<file path="config.mk">
export PLATFORM = sky130hd
export DESIGN_NAME = audio_tx_pack_fifo
export DESIGN_NICKNAME = d
export VERILOG_FILES = /design/src/rtl/audio_txp_pkg.sv /design/src/rtl/atp_packer.sv /design/src/rtl/atp_ring.sv /design/src/rtl/atp_status.sv /design/src/rtl/audio_tx_pack_fifo.sv
export SDC_FILE = /design/constraint.sdc
export NUM_CORES = 1
export LEC_CHECK = 0
export ABC_AREA = 1
export CORE_MARGIN = 3
export CORE_UTILIZATION = 40
export DETAILED_ROUTE_END_ITERATION = 10
export DONT_BUFFER_PORTS = 1
export PLACE_DENSITY = 0.56
export SLEW_MARGIN = 30
export SYNTH_ARGS = -nofsm -noshare
export SYNTH_HDL_FRONTEND = slang
export SYNTH_HIERARCHICAL = 1
export SYNTH_SLANG_ARGS = --single-unit
</file>
<file path="constraint.sdc">
create_clock -name clk -period 3.41 [get_ports clk]
set_input_delay 0.341 -clock clk [delete_from_list [all_inputs] [get_ports clk]]
set_output_delay 0.341 -clock clk [all_outputs]
set_load 0.02 [all_outputs]
</file>
<file path="src/rtl/audio_txp_pkg.sv">
// Package: shared types and sample-formatting functions for the
// audio transmit packing FIFO. Assumes a fixed 20-bit stored word.
package audio_txp_pkg;

    localparam int SMP_W = 20;

    typedef enum logic [1:0] {
        SZ16 = 2'd0,
        SZ18 = 2'd1,
        SZ20 = 2'd2,
        SZ12 = 2'd3
    } size_code_e;

    // One sample per word, padded to the top of a 20-bit field.
    function automatic logic [SMP_W-1:0] pad_single(input logic [31:0] d,
                                                    input size_code_e s);
        case (s)
            SZ12:    return {d[11:0], 8'b0};
            SZ16:    return {d[15:0], 4'b0};
            SZ18:    return {d[17:0], 2'b0};
            default: return d[19:0];
        endcase
    endfunction

    // One 16-bit half of a compact word, padded to 20 bits.
    function automatic logic [SMP_W-1:0] pad_half(input logic [15:0] h,
                                                  input size_code_e s);
        if (s == SZ12) return {h[11:0], 8'b0};
        return {h, 4'b0};
    endfunction

    function automatic logic compact_allowed(input size_code_e s);
        return (s == SZ16) || (s == SZ12);
    endfunction

endpackage

</file>
<file path="src/rtl/atp_packer.sv">
// Module: atp_packer
// Turns one host data word into one or two 20-bit stored words.
// Assumes compact is only ever set with a 12- or 16-bit size code.
module atp_packer
    import audio_txp_pkg::*;
(
    input  logic [31:0]      wdata,
    input  size_code_e       size,
    input  logic             compact,
    output logic [SMP_W-1:0] word0,
    output logic [SMP_W-1:0] word1,
    output logic             two
);
    // Select single or dual formatting.
    always_comb begin
        two = compact;
        if (compact) begin
            word0 = pad_half(wdata[15:0], size);
            word1 = pad_half(wdata[31:16], size);
        end else begin
            word0 = pad_single(wdata, size);
            word1 = '0;
        end
    end
endmodule

</file>
<file path="src/rtl/atp_ring.sv">
// Module: atp_ring
// Circular word store with up to two writes and one pair read per cycle.
// Assumes DEPTH is a power of two and the caller never over/underfills it.
module atp_ring #(
    parameter int DEPTH = 8,
    parameter int W     = 20,
    localparam int AW   = $clog2(DEPTH),
    localparam int LW   = AW + 1
) (
    input  logic          clk,
    input  logic          rst_n,
    input  logic          push_one,
    input  logic          push_two,
    input  logic [W-1:0]  din0,
    input  logic [W-1:0]  din1,
    input  logic          pop_pair,
    output logic [W-1:0]  dout0,
    output logic [W-1:0]  dout1,
    output logic [LW-1:0] level,
    output logic [LW-1:0] level_nxt
);
    logic [W-1:0]  mem [DEPTH];
    logic [AW-1:0] wp, rp;
    logic [AW-1:0] wp1, rp1;
    logic [LW-1:0] add_n, sub_n;

    // Neighbouring pointer positions and count deltas.
    always_comb begin
        wp1       = wp + 1'b1;
        rp1       = rp + 1'b1;
        add_n     = push_two ? LW'(2) : (push_one ? LW'(1) : '0);
        sub_n     = pop_pair ? LW'(2) : '0;
        level_nxt = level + add_n - sub_n;
    end

    // Storage writes, one or two consecutive slots.
    always_ff @(posedge clk) begin
        if (push_one || push_two) mem[wp] <= din0;
        if (push_two)             mem[wp1] <= din1;
    end

    // Pointer and level bookkeeping.
    always_ff @(posedge clk) begin
        if (!rst_n) begin
            wp    <= '0;
            rp    <= '0;
            level <= '0;
        end else begin
            wp    <= wp + add_n[AW-1:0];
            if (pop_pair) rp <= rp + AW'(2);
            level <= level_nxt;
        end
    end

    assign dout0 = mem[rp];
    assign dout1 = mem[rp1];
endmodule

</file>
<file path="src/rtl/atp_status.sv">
// Module: atp_status
// Event-driven status flags; drain updates are applied after push updates.
// Assumes lvl_next is the level after this cycle's push and drain.
module atp_status #(
    parameter int DEPTH = 8,
    localparam int LW   = $clog2(DEPTH) + 1
) (
    input  logic          clk,
    input  logic          rst_n,
    input  logic          pushed,
    input  logic          popped,
    input  logic [LW-1:0] lvl_next,
    output logic          empty,
    output logic          half_empty,
    output logic          full,
    output logic          underrun
);
    localparam logic [LW-1:0] DEP_L  = LW'(DEPTH);
    localparam logic [LW-1:0] HALF_L = LW'(DEPTH / 2);

    // Flag register updates; later assignments take precedence.
    always_ff @(posedge clk) begin
        if (!rst_n) begin
            empty      <= 1'b1;
            half_empty <= 1'b1;
            full       <= 1'b0;
            underrun   <= 1'b0;
        end else begin
            if (pushed) begin
                empty    <= 1'b0;
                underrun <= 1'b0;
                if (lvl_next >= HALF_L) half_empty <= 1'b0;
                if (lvl_next == DEP_L)  full <= 1'b1;
            end
            if (popped) begin
                full <= 1'b0;
                if (lvl_next <= HALF_L) half_empty <= 1'b1;
                if (lvl_next == '0) begin
                    empty    <= 1'b1;
                    underrun <= 1'b1;
                end
            end
        end
    end
endmodule

</file>
<file path="src/rtl/audio_tx_pack_fifo.sv">
// Module: audio_tx_pack_fifo
// Top: control latch, write acceptance, drain gating and pair handshake.
// Assumes DEPTH is a power of two in 8..2048.
module audio_tx_pack_fifo
    import audio_txp_pkg::*;
#(
    parameter int DEPTH = 8,
    localparam int LW   = $clog2(DEPTH) + 1
) (
    input  logic          clk,
    input  logic          rst_n,
    input  logic          ctl_wr,
    input  logic          ctl_en,
    input  logic [1:0]    ctl_slots,
    input  logic [1:0]    ctl_size,
    input  logic          ctl_compact,
    input  logic          dat_wr,
    input  logic [31:0]   dat_wdata,
    output logic          cdc_valid,
    input  logic          cdc_ready,
    output logic [19:0]   cdc_left,
    output logic [19:0]   cdc_right,
    output logic          st_empty,
    output logic          st_half_empty,
    output logic          st_full,
    output logic          st_underrun,
    output logic [LW-1:0] fill_level
);
    localparam logic [LW:0]   DEP_X  = (LW + 1)'(DEPTH);
    localparam logic [LW-1:0] DEP_L  = LW'(DEPTH);
    localparam logic [LW-1:0] HALF_L = LW'(DEPTH / 2);

    logic          en_q, compact_q, burst_q;
    logic [1:0]    slots_q;
    size_code_e    size_q;
    logic [19:0]   w0, w1;
    logic          two, accept, pop;
    logic [LW-1:0] lvl_next;

    // Control register latch; compact is refused for wide samples.
    always_ff @(posedge clk) begin
        if (!rst_n) begin
            en_q      <= 1'b0;
            slots_q   <= 2'b00;
            size_q    <= SZ16;
            compact_q <= 1'b0;
        end else if (ctl_wr) begin
            en_q      <= ctl_en;
            slots_q   <= ctl_slots;
            size_q    <= size_code_e'(ctl_size);
            compact_q <= ctl_compact && compact_allowed(size_code_e'(ctl_size));
        end
    end

    atp_packer u_pack (
        .wdata   (dat_wdata),
        .size    (size_q),
        .compact (compact_q),
        .word0   (w0),
        .word1   (w1),
        .two     (two)
    );

    // Room check against the level before this cycle's drain.
    always_comb begin
        if (compact_q) accept = dat_wr && (({1'b0, fill_level} + (LW + 1)'(2)) < DEP_X);
        else           accept = dat_wr && (fill_level < DEP_L);
    end

    // Pair offer: start at half full, continue while a burst runs.
    always_comb begin
        cdc_valid = en_q && (slots_q != 2'b00) && (fill_level >= LW'(2))
                    && (burst_q || (fill_level >= HALF_L));
        pop       = cdc_valid && cdc_ready;
    end

    // Burst tracker: remembers that the previous cycle moved a pair.
    always_ff @(posedge clk) begin
        if (!rst_n) burst_q <= 1'b0;
        else        burst_q <= pop;
    end

    atp_ring #(.DEPTH(DEPTH), .W(SMP_W)) u_ring (
        .clk       (clk),
        .rst_n     (rst_n),
        .push_one  (accept && !two),
        .push_two  (accept && two),
        .din0      (w0),
        .din1      (w1),
        .pop_pair  (pop),
        .dout0     (cdc_left),
        .dout1     (cdc_right),
        .level     (fill_level),
        .level_nxt (lvl_next)
    );

    atp_status #(.DEPTH(DEPTH)) u_stat (
        .clk        (clk),
        .rst_n      (rst_n),
        .pushed     (accept),
        .popped     (pop),
        .lvl_next   (lvl_next),
        .empty      (st_empty),
        .half_empty (st_half_empty),
        .full       (st_full),
        .underrun   (st_underrun)
    );
endmodule

</file>
After elaboration in Yosys (flattened, before gate mapping). Memories as Yosys holds them, arrays and structs flattened. A register that Yosys moved wholly into a read port is not among the register bits. Index checks and enable logic that the tools add are counted.

Register bits: 21. Bits in latches: 0. Memory bits (writable): 160. Bits in read-only memories: 0. Input bits: 43. Word-level logic and storage cells: 79. Memories: 1.

Memory list: u_ring.mem (depth 8, width 20, read ports 2, clocked after Yosys merged registers in 1, write ports 2, line atp_ring.sv:22) `logic [W-1:0] mem [DEPTH];`.

$add $sub $neg: 7. Multiply operators: 0. Divide/modulo/power cells: 0. Magnitude comparators: 6. Equality and inequality tests: 4. Shifts and indexed selects: 0. Muxes and demuxes: 29. Bitwise gates (word level): 1. Reductions and logical operators: 19.

Operators with widths (number): 20-bit 2-to-1 mux (6); 20-bit one-hot mux with 3 select lines (1); 1-bit 2-to-1 mux (18); 1-bit logical AND (9); 4-bit by 3-bit greater-or-equal comparator with 1-bit output, second input constant (2); 3-bit by 1-bit adder with 3-bit output, second input constant (2); 3-bit 2-to-1 mux (2); 4-bit by 2-bit adder with 5-bit output, second input constant (1); 5-bit by 4-bit less-than comparator with 1-bit output, second input constant (1); 4-bit adder (1); 2-bit == test, second input constant (2); 4-bit == test, second input constant (1); 4-bit by 2-bit greater-or-equal comparator with 1-bit output, second input constant (1); 4-bit by 3-bit <= comparator with 1-bit output, second input constant (1); 2-bit zero test (2); 4-bit zero test (1); 4-bit less-than comparator, second input constant (1); 4-bit 2-to-1 mux (1); 4-bit subtractor (1); 3-bit by 2-bit adder with 3-bit output, second input constant (1); 3-bit adder (1); 1-bit logical OR (3); 2-bit by 1-bit == test with 1-bit output, second input constant (1); 2-bit 2-to-1 mux (1); 5 further kinds (5).

Longest topological paths before layout. Gate-level depths: netlist of the first run.

Depth after elaboration: 14. Depth in mapped cells: 17. Gate-level depth less buffers: 17.

By module. Netlist of the first run, hierarchy kept.

Modules (own cells, without submodules): atp_ring (instances 1, cells an instance 1060, area an instance 8993.6 µm²); atp_packer (instances 1, cells an instance 245, area an instance 1143.6 µm²); audio_tx_pack_fifo (instances 1, cells an instance 46, area an instance 322.8 µm²); atp_status (instances 1, cells an instance 25, area an instance 191.4 µm²).

Worst setup path before layout of the first run. No wires, ideal clock.

Path kind: register -> register. Start: register compact_q. End: memory u_ring.mem[1][0] (enable). Setup time: 0.425 ns. Arrival time: 2.602 ns. Data required time: 2.985 ns. Setup slack: 0.383 ns. Stages on the path, launching flop included: 8. Buffers on the path: 1. Clock period less this slack: 3.027 ns. Path through: dfxtp_1 > buf_4 > inv_1 > nor2_1 > inv_1 > nand2_1 > nand2_1 > o21ai_0.

RTL lines: from (decl) (line audio_tx_pack_fifo.sv:33) `logic en_q, compact_q, burst_q;`; from (signal assigned) (line audio_tx_pack_fifo.sv:51) `compact_q <= ctl_compact && compact_allowed(size_code_e'(ctl_size));`; to (decl) (line atp_ring.sv:22).

Final worst setup path of the first run.
Start: register u_ring.level[2]. End: register u_stat.half_empty.

Longest elaborated chain between the ends: 14. Elaborated cells between the ends (all ways): 25.

Ends and longest elaborated chain: from (decl) (line atp_ring.sv:19) `output logic [LW-1:0] level,`; from (signal assigned) (line atp_ring.sv:51) `level <= level_nxt;`; 4-bit by 2-bit adder with 5-bit output (line audio_tx_pack_fifo.sv:66) `if (compact_q) accept = dat_wr && (({1'b0, fill_level} + (LW + 1)'(2)) < DEP_X);`; 5-bit by 4-bit less-than comparator with 1-bit output (line audio_tx_pack_fifo.sv:66); 1-bit logical AND (line audio_tx_pack_fifo.sv:66); 1-bit 2-to-1 mux (line audio_tx_pack_fifo.sv:66); 1-bit logical AND (line audio_tx_pack_fifo.sv:86) `.push_one (accept && !two),`; 1-bit 2-to-1 mux (line atp_ring.sv:31) `add_n = push_two ? LW'(2) : (push_one ? LW'(1) : '0);`; 4-bit 2-to-1 mux (line atp_ring.sv:31); 4-bit adder (line atp_ring.sv:33) `level_nxt = level + add_n - sub_n;`; 4-bit subtractor * (line atp_ring.sv:33); named net lvl_next[2] (line audio_tx_pack_fifo.sv:38) `logic [LW-1:0] lvl_next;`; 4-bit by 3-bit greater-or-equal comparator with 1-bit output (line atp_status.sv:32) `if (lvl_next >= HALF_L) half_empty <= 1'b0;`; 1-bit 2-to-1 mux (line atp_status.sv:32); 1-bit 2-to-1 mux (line atp_status.sv:29) `if (pushed) begin`; 1-bit 2-to-1 mux (line atp_status.sv:37) `if (lvl_next <= HALF_L) half_empty <= 1'b1;`; 1-bit 2-to-1 mux * (line atp_status.sv:35) `if (popped) begin`; to (signal assigned) (line atp_status.sv:25) `half_empty <= 1'b1;`; to (signal assigned) (line atp_status.sv:32); to (signal assigned) (line atp_status.sv:37); to (decl) (line atp_status.sv:14) `output logic half_empty,`.

The timed path passes the listed nets; every way through them passes the cells marked *. A chain may end at the register's enable or synchronous reset.

==> results of run 1 <==
-- registers in the layout (all words and copies together), names as in the netlist, 2 cells and up, named ones only --
name / count
size_q: 2
slots_q: 2
u_ring/level: 4
u_ring/mem: 160
u_ring/rp: 2
u_ring/wp: 3
-- kinds of logic (layout without fill, tap and decap cells) --
logic type,Yosys count,after routing,share of synthesized area (%)
simple gates,781,781,30.61
buf+inv,208,144,9.209
compound gates,196,196,9.856
flops,182,182,49.24
fa+ha+maj,7,7,0.9632
other cells,1,4,0.03521
xor+xnor,1,1,0.08224
-- Yosys cell counts --
library cell / count / area [um2]
o21ai_0: 122 / 610.6
clkbuf_2: 19 / 95.09
edfxtp_1: 160 / 4805
nor2_4: 2 / 22.52
o21ai_2: 1 / 8.760
clkbuf_1: 31 / 116.4
buf_2: 67 / 335.3
or2_2: 1 / 6.260
nand2_2: 7 / 43.79
nand4_1: 1 / 6.260
o21ai_1: 14 / 70.07
buf_1: 4 / 15.01
buf_4: 8 / 60.06
inv_2: 3 / 11.26
inv_1: 66 / 247.7
nand3_1: 203 / 1016
nor2_1: 122 / 457.9
dfxtp_1: 22 / 440.4
a21oi_2: 2 / 17.52
conb_1: 1 / 3.750
inv_4: 2 / 12.51
nand2_1: 437 / 1640
buf_6: 7 / 78.83
xnor2_1: 1 / 8.760
o22ai_1: 42 / 262.8
a21oi_1: 13 / 65.06
inv_6: 1 / 8.760
and2_1: 1 / 6.260
nand2_8: 1 / 20.02
o211ai_1: 2 / 15.01
nor2_2: 5 / 31.28
nand3_2: 1 / 10.01
fa_1: 2 / 40.04
ha_1: 5 / 62.56
-- per-layer routing --
layer  wire (um)  up-vias
met5           0        -
met3        3164       51
li1            -     4414
met4         725        0
met2       15560      419
met1       14300     4204
-- worst min path at each step --
stage | start | to | cells after the start
global placement | rst_n | u_stat/half_empty | 1
global route | rst_n | en_q | 2
detailed placement | rst_n | u_stat/half_empty | 1
floorplan | rst_n | u_stat/half_empty | 1
finish | rst_n | u_ring/wp[1] | 2
CTS | rst_n | u_ring/wp[1] | 2
-- area by class of cell --
cell class | count | area [um2]
Clock buffer | 23 | 499.2
Clock inverter | 9 | 62.56
Fill cell | 2660 | 14840
Inverter | 72 | 280.3
Multi-Input combinational cell | 989 | 4474
Sequential cell | 182 | 5245
Tap cell | 335 | 419.2
Timing Repair Buffer | 40 | 307.8
-- per-stage QoR --
stage,worst slack (ps),power [uW],hold slack [ps],utilization [%],cells
finish,748.4,6247,8.609,43.20,1650
global route,497.8,6537,10.37,43.20,1650
CTS,738.8,6255,0.3496,43.16,1649
detailed placement,756.8,4381,432.6,40.93,1615
global placement,829.0,4365,430.0,40.93,1615
floorplan,383.2,3982,425.6,-,1379
-- power breakdown --
group	internal (uW)	total [uW]	leakage (uW)	switching [uW]
Sequential	2670	2780	0.00165	110
Combinational	388	1570	0.00285	1180
Clock	1040	1900	0.000282	857
-- repair_timing --
action / 4_1_cts / 5_1_grt
endpoints found under the setup margin: 0 / 0
endpoints found under the hold margin: 5 / 1
hold buffers: 2 / 1
-- worst max-delay path, delay by kind of cell, from the launching register on --
| kind | cells | cell delay (ps) |
|---|---|---|
| simple gates | 6 | 1000 |
| buf+inv | 2 | 260 |
| fa+ha+maj | 2 | 760 |
| flops | 1 | 410 |
| compound gates | 1 | 130 |
-- cell usage in the layout (no fill, tap or decap), types with 7 or more instances in the layout --
| cell type | n |
|---|---|
| o22ai_1 | 42 |
| nand3_1 | 203 |
| o21ai_2 | 9 |
| nand2_2 | 7 |
| inv_1 | 65 |
| a21oi_1 | 13 |
| dfxtp_1 | 22 |
| edfxtp_1 | 160 |
| o21ai_0 | 114 |
| clkbuf_16 | 18 |
| nand2_1 | 437 |
| nor2_1 | 121 |
| buf_4 | 37 |
| o21ai_1 | 14 |
==> impl_metrics.ini, run 1 <==
[global_route]
gr-usage-met1_pct = 31.64
grt_max_degree = 81
grt_usage_pct = 23.45
met2_usage_pct = 37.43
top_usage_layer = met2
antenna_found_initial = 0
gr-total-overflow = 0
grt_first_pass_wirelength_mm = 51.16
grt_pass1_vias = 8489
grtUsageMet3_pct = 6.126

[clock_tree]
cts.sinks = 182
cts_max_level = 4
cts_buffers = 17
root_buffer = clkbuf_16
clk_pin_slew_worst_paths_ps = 70
post_cts_buffers = 0
cts_resized = 0
cts_max_path_buffers = 2
cts_tree = done
clock_latency_ps = 430

[finish]
num_antenna_cells = 0
syn_to_final_growth_pct = 5.979
layout-drive-gt1-share_pct = 7.757
layout.nets = 1352
finalInstanceArea_um2 = 11290

[synth]
synthDistinctLibCells = 34
ys_ff_latch = 182
synthCells = 1376
syn_avg_cell_area_um2 = 7.741
yosysSeqAreaShare_pct = 49.24
yosysWarnings = 6
syn_area_um2 = 10650

[detailed_routing]
wl_per_cell_um = 20.46
via_count = 9088
drtPass1Iterations = 5
ant_nets = 0
viasPerCell = 5.508
routed_wl_mm = 33.76
drc = 0
drt-initial-drc-count = 769

[setup_path]
critPathMostFrequentCell = nand3_1
max_stage_delay_ps = 530
crit_end = u_stat/half_empty
cp-start-kind = register
required_ps = 3730
r2r_setup_slack_ps = 750
r2r_start = u_ring/level[2]
r2r-end = u_stat/half_empty
arrival_ps = 2980
cp_max_fo = 5
critPathLaunch = u_ring/level[2]
worstPathCellList = nand3_1, nand3_1, nor2_1, inv_1, fa_1, ha_1, or2_2, nand2_1, inv_1, o21ai_1, nand3_1
slowest_stage = fa_1
ff2ff_path_depth = 11
criticalPathCategory = reg -> reg
end_kind = register

[placement]
placed_cell_area_um2 = 10700
hpwl_mm = 20.72
port_buffers = 0
gp_congestion = 0.8856

[floorplan]
rows = 59
pin_count = 92
fp.dieW_um = 169.2
core-area_um2 = 26130
die_y_um = 169.2
dieArea_um2 = 28620
start_util_pct = 40.76

[min_path]
hold_path.class = in -> reg

[sta]
relSlewSlack_pct = 39.27
layout_min_cycle_time_ps = 2662
finalSetupTns_ps = 0
setup_viol = 0
min_period_over_period_pct = 78.05
skew_ps = 15.13
worst_pin_slew_ps = 911.0
fmax_ghz = 0.3757
drv_slew = 0
hold_viol = 0
rsz0062_at_grt = no

[pwr]
power_density_nw_per_um2 = 553.4
p_leak_uw = 0.004779
ir_drop_mv = 0.3353

[status]
status = finished clean

[flow_run]
max_cap_viol_count = 0
(Power assumes the default switching activity.)
==> run 2: changes to the inputs <==
Clock period 3.41 ns to 2.5 ns, I/O delays scaled along.
==> run 2 against run 1 <==
Effect of this change: non-clock buffer count grew 42; critical path type unchanged; sequential power grew 35%; total power grew 39%; critical endpoint unchanged.
==> impl_metrics.ini, run 2 (synthesized netlist as in run 1, its figures left out) <==
[finish]
instances_no_fill = 1692
layout-drive-gt1-share_pct = 10.32
largest_reg_flops = 160
top_register = u_ring/mem
multiInputGateArea_um2 = 4487
final_common_cell = nand2_1
fill_cells = 2624
num_antenna_cells = 0
layout.nets = 1394
reg.largest.list = u_ring/mem x160, u_ring/level x4, u_ring/wp x3
syn_to_final_growth_pct = 9.738
final_cell_mix = nand2_1, nand3_1, edfxtp_1
seqCellArea_um2 = 5245

[sta]
setup_viol = 0
rsz0062_at_grt = no
relSlewSlack_pct = 43.50
hold_viol = 0
drv_slew = 0
min_period_over_period_pct = 92.38
worst_pin_slew_ps = 847.5
layout_min_cycle_time_ps = 2310
skew_ps = 13.32
fmax_ghz = 0.4330
hold_ws_ps = 17.34

[detailed_routing]
wl_per_cell_um = 19.62
routed_wl_mm = 33.20
drc = 0
viasPerCell = 5.498
via_count = 9303
drt-initial-drc-count = 901
ant_nets = 0
drtPass1Iterations = 5

[setup_path]
slowest_stage = fa_1
end_kind = register
path_buf_inv = 3
cp.depth = 12
worstPathCellList = buf_4, nor2_1, nand2_1, nand3_1, inv_1, fa_1, ha_1, or2_2, nand2_1, inv_1, o21ai_1, nand3_1
arrival_ps = 2610
cp-start-kind = register
r2r-end = u_stat/half_empty
r2r_start = u_ring/level[2]
max_stage_delay_ps = 480
ff2ff_path_depth = 12
critPathLaunch = u_ring/level[2]
required_ps = 2800
criticalPathCategory = reg -> reg
cp_max_fo = 4
crit_family = simple AND/OR/NAND/NOR gates
crit_end = u_stat/half_empty
r2r_setup_slack_ps = 190

[clock_tree]
cts_max_path_buffers = 2
clock_latency_ps = 430
cts_tree = done
cts.sinks = 182
clk_pin_slew_worst_paths_ps = 70
cts_buffers = 17
post_cts_buffers = 0
cts_max_level = 4
root_buffer = clkbuf_16

[placement]
port_buffers = 0
dp_cells = 1651
hpwl_mm = 20.72
gp_congestion = 0.8967

[floorplan]
fp.dieW_um = 169.2
pin_count = 92
dieArea_um2 = 28620
die_y_um = 169.2
start_util_pct = 40.76
core-area_um2 = 26130
rows = 59

[pwr]
p_leak_uw = 0.004995
ir_drop_mv = 0.4950
power_density_nw_per_um2 = 742.5

[global_route]
grt_usage_pct = 23.06
gr-usage-met1_pct = 31.40
antenna_found_initial = 0
grt_max_degree = 81
met2_usage_pct = 36.56
grt_pass1_vias = 8503
gr-total-overflow = 0
grt_first_pass_wirelength_mm = 50.29
top_usage_layer = met2
grtUsageMet3_pct = 5.241

[status]
status = finished clean

[flow_run]
max_cap_viol_count = 0

[min_path]
hold_path.class = in -> reg
run 2: cell count changes in the layout (fill, tap and decap cells not counted), moves of 3 or more:
cell / change
buf_12: +5
clkinvlp_4: +3
clkbuf_8: -3
inv_4: -3
buf_4: +31
dlygate4sd3_1: +6
run 2: worst min-delay path, cell delays in order:
cell	delay (ps)
nand2_1	30
nand3_1	60
a21oi_1	60
run 2: through the flow:
stage / setup TNS [ps] / util, % / setup slack (ps) / total power [uW] / area [um2]
3_3_place_gp: 0 / 42.21 / 248.0 / 6124 / 11030
4_1_cts: 0 / 44.68 / 139.3 / 8715 / 11680
2_1_floorplan: -52400 / - / -526.8 / 5430 / 10660
6_report: 0 / 44.73 / 190.4 / 8678 / 11690
3_5_place_dp: 0 / 42.21 / 190.0 / 6140 / 11030
5_1_grt: 0 / 44.73 / 2.958 / 9097 / 11690
run 2: power breakdown:
| part | leakage, uW | internal (uW) | switching (uW) |
|---|---|---|---|
| Sequential | 0.00165 | 3640 | 123 |
| Clock | 0.000262 | 1390 | 1180 |
| Combinational | 0.00309 | 677 | 1680 |
| Total | 0.00500 | 5700 | 2970 |
run 2: what timing repair did:
item	CTS	global route
resized for setup	0	4
setup endpoints to repair	0	2
hold buffers	9	0
hold endpoints to repair	18	0
run 2: cell type report:
class / instances / share of cell area, %
flip-flops and latches: 182 / 44.87
multi-input cells: 989 / 38.39
repair buffers: 82 / 5.994
clock buffers: 19 / 3.704
well taps: 335 / 3.586
inverters: 72 / 2.398
clock inverters: 13 / 1.060
run 2: routing by layer:
metal | vias to the layer above | share of wire (%)
met4 | 0 | 2.9
li1 | 4501 | -
met5 | - | 0
met1 | 4270 | 42
met3 | 53 | 9.7
met2 | 479 | 45
run 2: worst min-delay path by stage:
stage                      from                end  slack [ps]  cells past startpoint
finish              ctl_size[0]          compact_q          20                      3
global route        ctl_size[0]          compact_q          30                      3
CTS                 ctl_size[0]          compact_q           5                      3
detailed placement        rst_n  u_stat/half_empty         340                      1
global placement          rst_n  u_stat/half_empty         340                      1
floorplan                 rst_n  u_stat/half_empty         330                      1
